$ cat src/rtl/ptc_timer.sv
module ptc_timer #(
  parameter int PRE_STAGES = 6
) (
  input  logic       clk,
  input  logic       rst_n,
  input  logic [1:0] bus_addr,
  input  logic       bus_wr,
  input  logic       bus_rd,
  input  logic [7:0] bus_wdata,
  output logic [7:0] bus_rdata,
  input  logic       ext_clk,
  input  logic       dbg_freeze,
  output logic       ovf_pulse
);
  localparam int SRC_N = PRE_STAGES + 2;
  localparam int SEL_W = $clog2(SRC_N);
  localparam logic [1:0] A_CTRL = 2'd0;
  localparam logic [1:0] A_HI   = 2'd1;
  localparam logic [1:0] A_LO   = 2'd2;

  logic [SEL_W-1:0]      sel_q;
  logic                  halt_q;
  logic [15:0]           cnt_q;
  logic [PRE_STAGES-1:0] div_q;
  logic [7:0]            hold_q;
  logic                  hold_v;
  logic [2:0]            ext_sy;
  logic                  ovf_q;
  logic [SRC_N-1:0]      tick_vec;

  wire ctrl_wr = bus_wr && (bus_addr == A_CTRL);
  wire clr_req = ctrl_wr && bus_wdata[4];
  wire rd_hi   = bus_rd && (bus_addr == A_HI);
  wire rd_lo   = bus_rd && (bus_addr == A_LO);
  wire unused_wbits = ^{bus_wdata[7:6], bus_wdata[3]};

  assign tick_vec[0] = 1'b1;
  for (genvar k = 1; k <= PRE_STAGES; k++) begin : g_div
    assign tick_vec[k] = &div_q[k-1:0];
  end
  assign tick_vec[SRC_N-1] = ext_sy[1] & ~ext_sy[2];

  wire cnt_en = tick_vec[sel_q] & ~halt_q & ~dbg_freeze;

  always_ff @(posedge clk) begin
    if (!rst_n) begin
      sel_q  <= '0;
      halt_q <= 1'b0;
      cnt_q  <= '0;
      div_q  <= '0;
      hold_q <= '0;
      hold_v <= 1'b0;
      ext_sy <= '0;
      ovf_q  <= 1'b0;
    end else begin
      if (ctrl_wr) begin
        sel_q  <= bus_wdata[SEL_W-1:0];
        halt_q <= bus_wdata[5];
      end
      div_q  <= clr_req ? '0 : div_q + 1'b1;
      ext_sy <= {ext_sy[1:0], ext_clk};
      ovf_q  <= cnt_en && !clr_req && (&cnt_q);
      if (clr_req)     cnt_q <= '0;
      else if (cnt_en) cnt_q <= cnt_q + 16'd1;
      if (rd_lo) hold_v <= 1'b0;
      else if (rd_hi && !hold_v) begin
        hold_q <= cnt_q[7:0];
        hold_v <= 1'b1;
      end
    end
  end

  always_comb begin
    case (bus_addr)
      A_CTRL:  bus_rdata = {2'b00, halt_q, 2'b00, 3'(sel_q)};
      A_HI:    bus_rdata = cnt_q[15:8];
      A_LO:    bus_rdata = hold_v ? hold_q : cnt_q[7:0];
      default: bus_rdata = 8'h00;
    endcase
  end

  assign ovf_pulse = ovf_q;
endmodule


$ cat config.mk
export PLATFORM = sky130hd
export DESIGN_NAME = ptc_timer
export DESIGN_NICKNAME = d
export VERILOG_FILES = /design/src/rtl/ptc_timer.sv
export SDC_FILE = /design/constraint.sdc
export NUM_CORES = 1
export LEC_CHECK = 0
export BUFFER_PORTS_ARGS = -buffer_cell sky130_fd_sc_hd__buf_2
export CAP_MARGIN = 10
export CELL_PAD_IN_SITES_DETAIL_PLACEMENT = 0
export CELL_PAD_IN_SITES_GLOBAL_PLACEMENT = 1
export CORE_MARGIN = 5
export CORE_UTILIZATION = 30
export CTS_CLUSTER_SIZE = 28
export DETAILED_ROUTE_END_ITERATION = 12
export PLACE_DENSITY = 0.65
export SYNTH_ARGS = -nofsm -noshare
export SYNTH_HDL_FRONTEND = slang
export SYNTH_SLANG_ARGS = --single-unit
export TNS_END_PERCENT = 20
$ cat constraint.sdc
create_clock -name clk -period 6.3 [get_ports clk]
set_input_delay 0 -clock clk [delete_from_list [all_inputs] [get_ports clk]]
set_output_delay 0 -clock clk [all_outputs]
set_load 0.01 [all_outputs]
==> results of run 1 <==
==> layer usage <==
| metal | GRT usage [%] | up-vias | routed length, µm |
|---|---|---|---|
| li1 | - | 832 | - |
| met1 | 17.6 | 734 | 2270 |
| met2 | 16.7 | 25 | 1810 |
| met3 | 2.58 | 2 | 208 |
| met4 | 4.06 | 0 | 13 |
| met5 | 0 | - | 0 |
==> worst max-delay path, cell delays in order (launching register included) <==
cell and delay, ns:
dfxtp_1 0.38, ha_1 0.22, nand3_1 0.14, inv_1 0.08, ha_1 0.13, mux2i_1 0.11
a211oi_1 0.26, o211ai_1 0.45, or4_1 0.64, a21oi_1 0.14
==> through the flow <==
| stage | hold slack [ns] | total power, µW |
|---|---|---|
| final | 0.112 | 495 |
| after global routing | 0.160 | 519 |
| after CTS | 0.111 | 503 |
| after detailed placement | 0.210 | 300 |
| after global placement | 0.207 | 300 |
| after floorplan | 0.127 | 288 |
==> worst paths after layout <==
| kind | to | slack, ns | cells after the start |
|---|---|---|---|
| setup / recovery | cnt_q[5]$_SDFFE_PP0P_ | 3.66 | 9 |
| hold / removal | hold_v$_SDFFE_PP0P_ | 0.11 | 5 |
| setup reg to reg | cnt_q[5]$_SDFFE_PP0P_ | 3.66 | 9 |
| hold reg to reg | ext_sy[1]$_SDFF_PN0_ | 0.44 | 1 |
==> layout make-up <==
cell class                 count  area [µm²]  area share (%)
clock buffer                   6        72.6            3.30
clock inverter                 1        30.0            1.36
multi-input combinational    163        1050            47.6
inverter                       6        22.5            1.02
sequential                    39         781            35.5
tap                           75        93.8            4.26
timing repair buffer          26         155            7.05
==> power by group <==
group	leakage, µW	switching [µW]	internal [µW]
combinational	0.000397	20.6	16.2
clock	0.0000513	82.9	116
sequential	0.000316	7.58	252
total	0.000764	111	384
==> flip-flops by register name, summed over array words and instances (netlist names) <==
signal	flops
hold_v	1
ext_sy	3
div_q	6
hold_q	8
cnt_q	16
ovf_pulse	1
sel_q	3
halt_q	1
==> cell families after synthesis <==
family          after synthesis  share of synthesized area (%)
xor+xnor                      4                           1.86
simple gates                 84                           23.0
compound gates               54                           19.0
flops                        39                           41.4
mux                          17                           9.03
buf+inv                      15                           2.99
fa+ha+maj                     4                           2.66
==> cell usage in the layout, fill, tap and decap left out, types with 2 or more instances in the layout <==
cell,instances
dlygate4sd3_1,5
clkbuf_8,5
mux2i_1,17
nor3_1,2
a21boi_0,8
nand2_1,32
o22ai_1,8
o2111ai_1,2
inv_1,6
o31ai_1,4
nand3_1,8
dfxtp_1,39
nor2_1,6
o21ai_0,12
and2_1,5
nor2b_1,6
xor2_1,2
xnor2_1,2
ha_1,4
a21oi_1,14
buf_2,21
or4_1,4
or3_1,10
and3_1,5
==> out/metrics.cfg, run 1 <==
[grt]
grt_util_all_layers_pct=11.8
overflow=0
antenna_found_initial=0
grt_max_degree=22
grt_pass1_vias=1426
grt_pass1_wl_mm=7.25

[die]
die_h_um=89.3
core_um2=6030
die_x_um=89.3
floorplan.initialDensity_pct=31.3
num_io_pins=25
rows=28
die_area_um2=7970

[synth]
synthesis.area_um2=1880
ys_top_cells_by_area=dfxtp_1 (41%), mux2i_1 (9.0%), nand2_1 (6.4%)
yosysUniqueCellTypes=34
synth_nets=237
ys_warn_count=0
postSynthAreaPerCell_um2=8.68
async_flop_share_pct=0
synth_seq_cells=39
seq_area_frac_synth_pct=41.4
synth_commonest_cells=dfxtp_1 (39), nand2_1 (32), mux2i_1 (17), a21oi_1 (14), o21ai_0 (12)
ys.flop_type=dfxtp_1
synth_top_area_share_pct=41.4
synth_most_common_cell=dfxtp_1
synth_top_area_cell=dfxtp_1
synth_edf_count=0
syn_inst=217

[critical_path]
critPathCaptureType=flip-flop
critPathLaunchType=flip-flop
cp.required_ns=6.50
rr_startpoint=div_q[0]$_SDFF_PP0_
worstSetupStartpoint=div_q[0]$_SDFF_PP0_
cp_max_fo=17
critical_path_arrival_ns=2.84
path_class=reg2reg

[sta]
worstMarginPinSlew_ns=1.06
setup_slack_ns=3.66
max_freq_mhz=379
finalClockSkew_ns=0.0121
tns_ns=0
grt_setup_unrepaired=false
hold_viol_final=0
slew_headroom_pct=29.1
finalSetupViolCount=0
fin_crit_sh_pct=41.9
drv_slew=0
fin_crit_ns=2.64

[drt]
drt_iter0_markers=56
num_vias=1593
drc_errors=0
dr.pass1.iters=4
ant_nets=0
drt-vias-per-instance=5.04
wl_mm=4.31
avgRoutedWirePerCell_um=13.6

[clock_network]
cts_root_buffer=clkbuf_8
cts_resized=0
clk_latency_ns=0.29
cts_tree=built
holdBufCountCts=5
clkSinkCount=39
cts_buffers=5
htreeDepth=2
cts_buffer_depth=2
cts_setup_buffers=0
clk_pin_slew_worst_paths_ns=0.07

[placement]
dpl.cell_count=304
pre_cts_slack_ns=3.67
dpl.hpwl_mm=3.10
portBuffers=21
gp_congestion=0.694
place_area_um2=2050

[cells_and_area]
final_util_pct=36.5
insertedDiodeCount=0
areaGrowthSynthToFinish_pct=16.9
drive_above_1_share_pct=13.3
nets=261
n_fill_cell=656
final_cells=316
postLayoutCellArea_um2=2200

[power]
ir_drop_v=0.000100
powerDensity_nw_per_um2=225
leakagePower_uw=0.000764

[flow_run]
drv_cap=0

[hold_path]
hp-start=bus_rd
hp-class=in2reg

[run_status]
outcome=completed

Note: power is estimated with default switching activity, not from simulation.
==> run 2, diff against run 1 <==
PLACE_DENSITY = 0.68   (was 0.65)
clock period = 2.4 ns   (was 6.3 ns; I/O delays follow)
==> out/metrics.cfg, run 2 (synthesis results as in run 1) <==
[hold_path]
whs_path_depth=5
hp-start=bus_rd
min_to=hold_v$_SDFFE_PP0P_
hp-class=in2reg

[critical_path]
r2r_slack_ns=0.21
cp_max_fo=5
critical_path_arrival_ns=2.42
r2r-end=cnt_q[3]$_SDFFE_PP0P_
critPathCaptureType=flip-flop
cp.required_ns=2.62
critPathLaunchType=flip-flop
reg2reg_depth=10
rr_startpoint=div_q[1]$_SDFF_PP0_
path_class=reg2reg

[placement]
portBuffers=21
dpl.hpwl_mm=3.23
pre_cts_slack_ns=0.0878
gp_congestion=0.729

[cells_and_area]
layout_commonest_cell=dfxtp_1
regMostFlops=cnt_q
nets=277
largest_register_ffs=16
top_regs=cnt_q: 16 flops, hold_q: 8 flops, div_q: 6 flops
mostFrequentLayoutCells=dfxtp_1 (39), nand2_1 (32), buf_2 (21)
final_util_pct=39.0
drive_above_1_share_pct=20.2
areaGrowthSynthToFinish_pct=24.7
insertedDiodeCount=0

[sta]
fin_hold_ws_ns=0.117
finalSetupViolCount=0
finalClockSkew_ns=0.00640
fin_crit_ns=2.19
hold_viol_final=0
drv_slew=0
worstMarginPinSlew_ns=0.549
setup_slack_ns=0.205
fin_crit_sh_pct=91.5
slew_headroom_pct=63.4
max_freq_mhz=456
grt_setup_unrepaired=true

[grt]
antenna_found_initial=0
grt_max_degree=22
grt_pass1_vias=1481
overflow=0
grt_pass1_wl_mm=7.19
grt_util_all_layers_pct=11.9

[drt]
drc_errors=0
ant_nets=0
dr.pass1.iters=4
wl_mm=4.46
avgRoutedWirePerCell_um=13.4
num_vias=1664
drt-vias-per-instance=5.01
drt_iter0_markers=26

[clock_network]
cts_tree=built
clk_latency_ns=0.29
cts_buffers=5
clk_pin_slew_worst_paths_ns=0.08
cts_buffer_depth=2
cts_root_buffer=clkbuf_8
htreeDepth=2
clkSinkCount=39

[power]
ir_drop_v=0.000262
leakagePower_uw=0.000840
powerDensity_nw_per_um2=571

[die]
core_um2=6030
floorplan.initialDensity_pct=31.3
rows=28
num_io_pins=25
die_area_um2=7970
die_h_um=89.3
die_x_um=89.3

[flow_run]
drv_cap=0

[run_status]
outcome=completed

==> run 2: timing repair <==
item / in CTS / in global routing
setup buffers: 0 / 5
hold buffers: 5 / 0
endpoints found under the hold margin: 5 / 0
endpoints found under the setup margin: 0 / 13
resized for setup: 0 / 4
==> run 2: routing by layer <==
metal / global-route usage (%) / vias to the layer above / routed length, µm
met5: 0 / - / 0
li1: - / 868 / -
met1: 16.2 / 763 / 2260
met3: 3.04 / 5 / 216
met4: 4.87 / 0 / 63
met2: 17.7 / 28 / 1910
==> run 2: worst max-delay path, cell delays in order, from the launching register on <==
cell and delay (ns):
dfxtp_1 0.34, ha_1 0.17, nand3_1 0.12, inv_1 0.07
ha_1 0.15, mux2i_2 0.10, a211oi_2 0.27, o211ai_1 0.21
buf_4 0.21, or3_1 0.34, a21oi_1 0.15
==> run 2: worst max-delay path by stage <==
stage,endpoint,depth (start not counted),from,slack (ns)
after CTS,cnt_q[10]$_SDFFE_PP0P_,9,div_q[1]$_SDFF_PP0_,0.04
final,cnt_q[3]$_SDFFE_PP0P_,10,div_q[1]$_SDFF_PP0_,0.21
after floorplan,cnt_q[15]$_SDFFE_PP0P_,9,div_q[0]$_SDFF_PP0_,0.31
after global routing,cnt_q[15]$_SDFFE_PP0P_,9,div_q[0]$_SDFF_PP0_,-0.006
after global placement,cnt_q[10]$_SDFFE_PP0P_,9,div_q[0]$_SDFF_PP0_,0.12
after detailed placement,cnt_q[10]$_SDFFE_PP0P_,9,div_q[1]$_SDFF_PP0_,0.09
==> run 2: power breakdown <==
| part | total [µW] | internal (µW) | switching, µW | leakage (µW) |
|---|---|---|---|---|
| Clock | 539 | 304 | 235 | 0.0000502 |
| Combinational | 127 | 62.3 | 64.2 | 0.000474 |
| Sequential | 678 | 661 | 16.8 | 0.000316 |
==> run 2: cell type report <==
| class | count | area, µm² |
|---|---|---|
| Fill cell | 639 | 3680 |
| Multi-Input combinational cell | 164 | 1070 |
| Sequential cell | 39 | 781 |
| Timing Repair Buffer | 41 | 272 |
| Tap cell | 75 | 93.8 |
| Clock buffer | 5 | 68.8 |
| Clock inverter | 2 | 37.5 |
| Inverter | 6 | 22.5 |
==> run 2: stage by stage <==
step	total power, µW	setup TNS (ns)	area (µm²)	instances
2_1_floorplan	756	0	1880	217
3_3_place_gp	800	0	2120	313
3_5_place_dp	800	0	2120	313
4_1_cts	1350	0	2270	325
5_1_grt	1410	-0.00613	2350	332
6_report	1340	0	2350	332
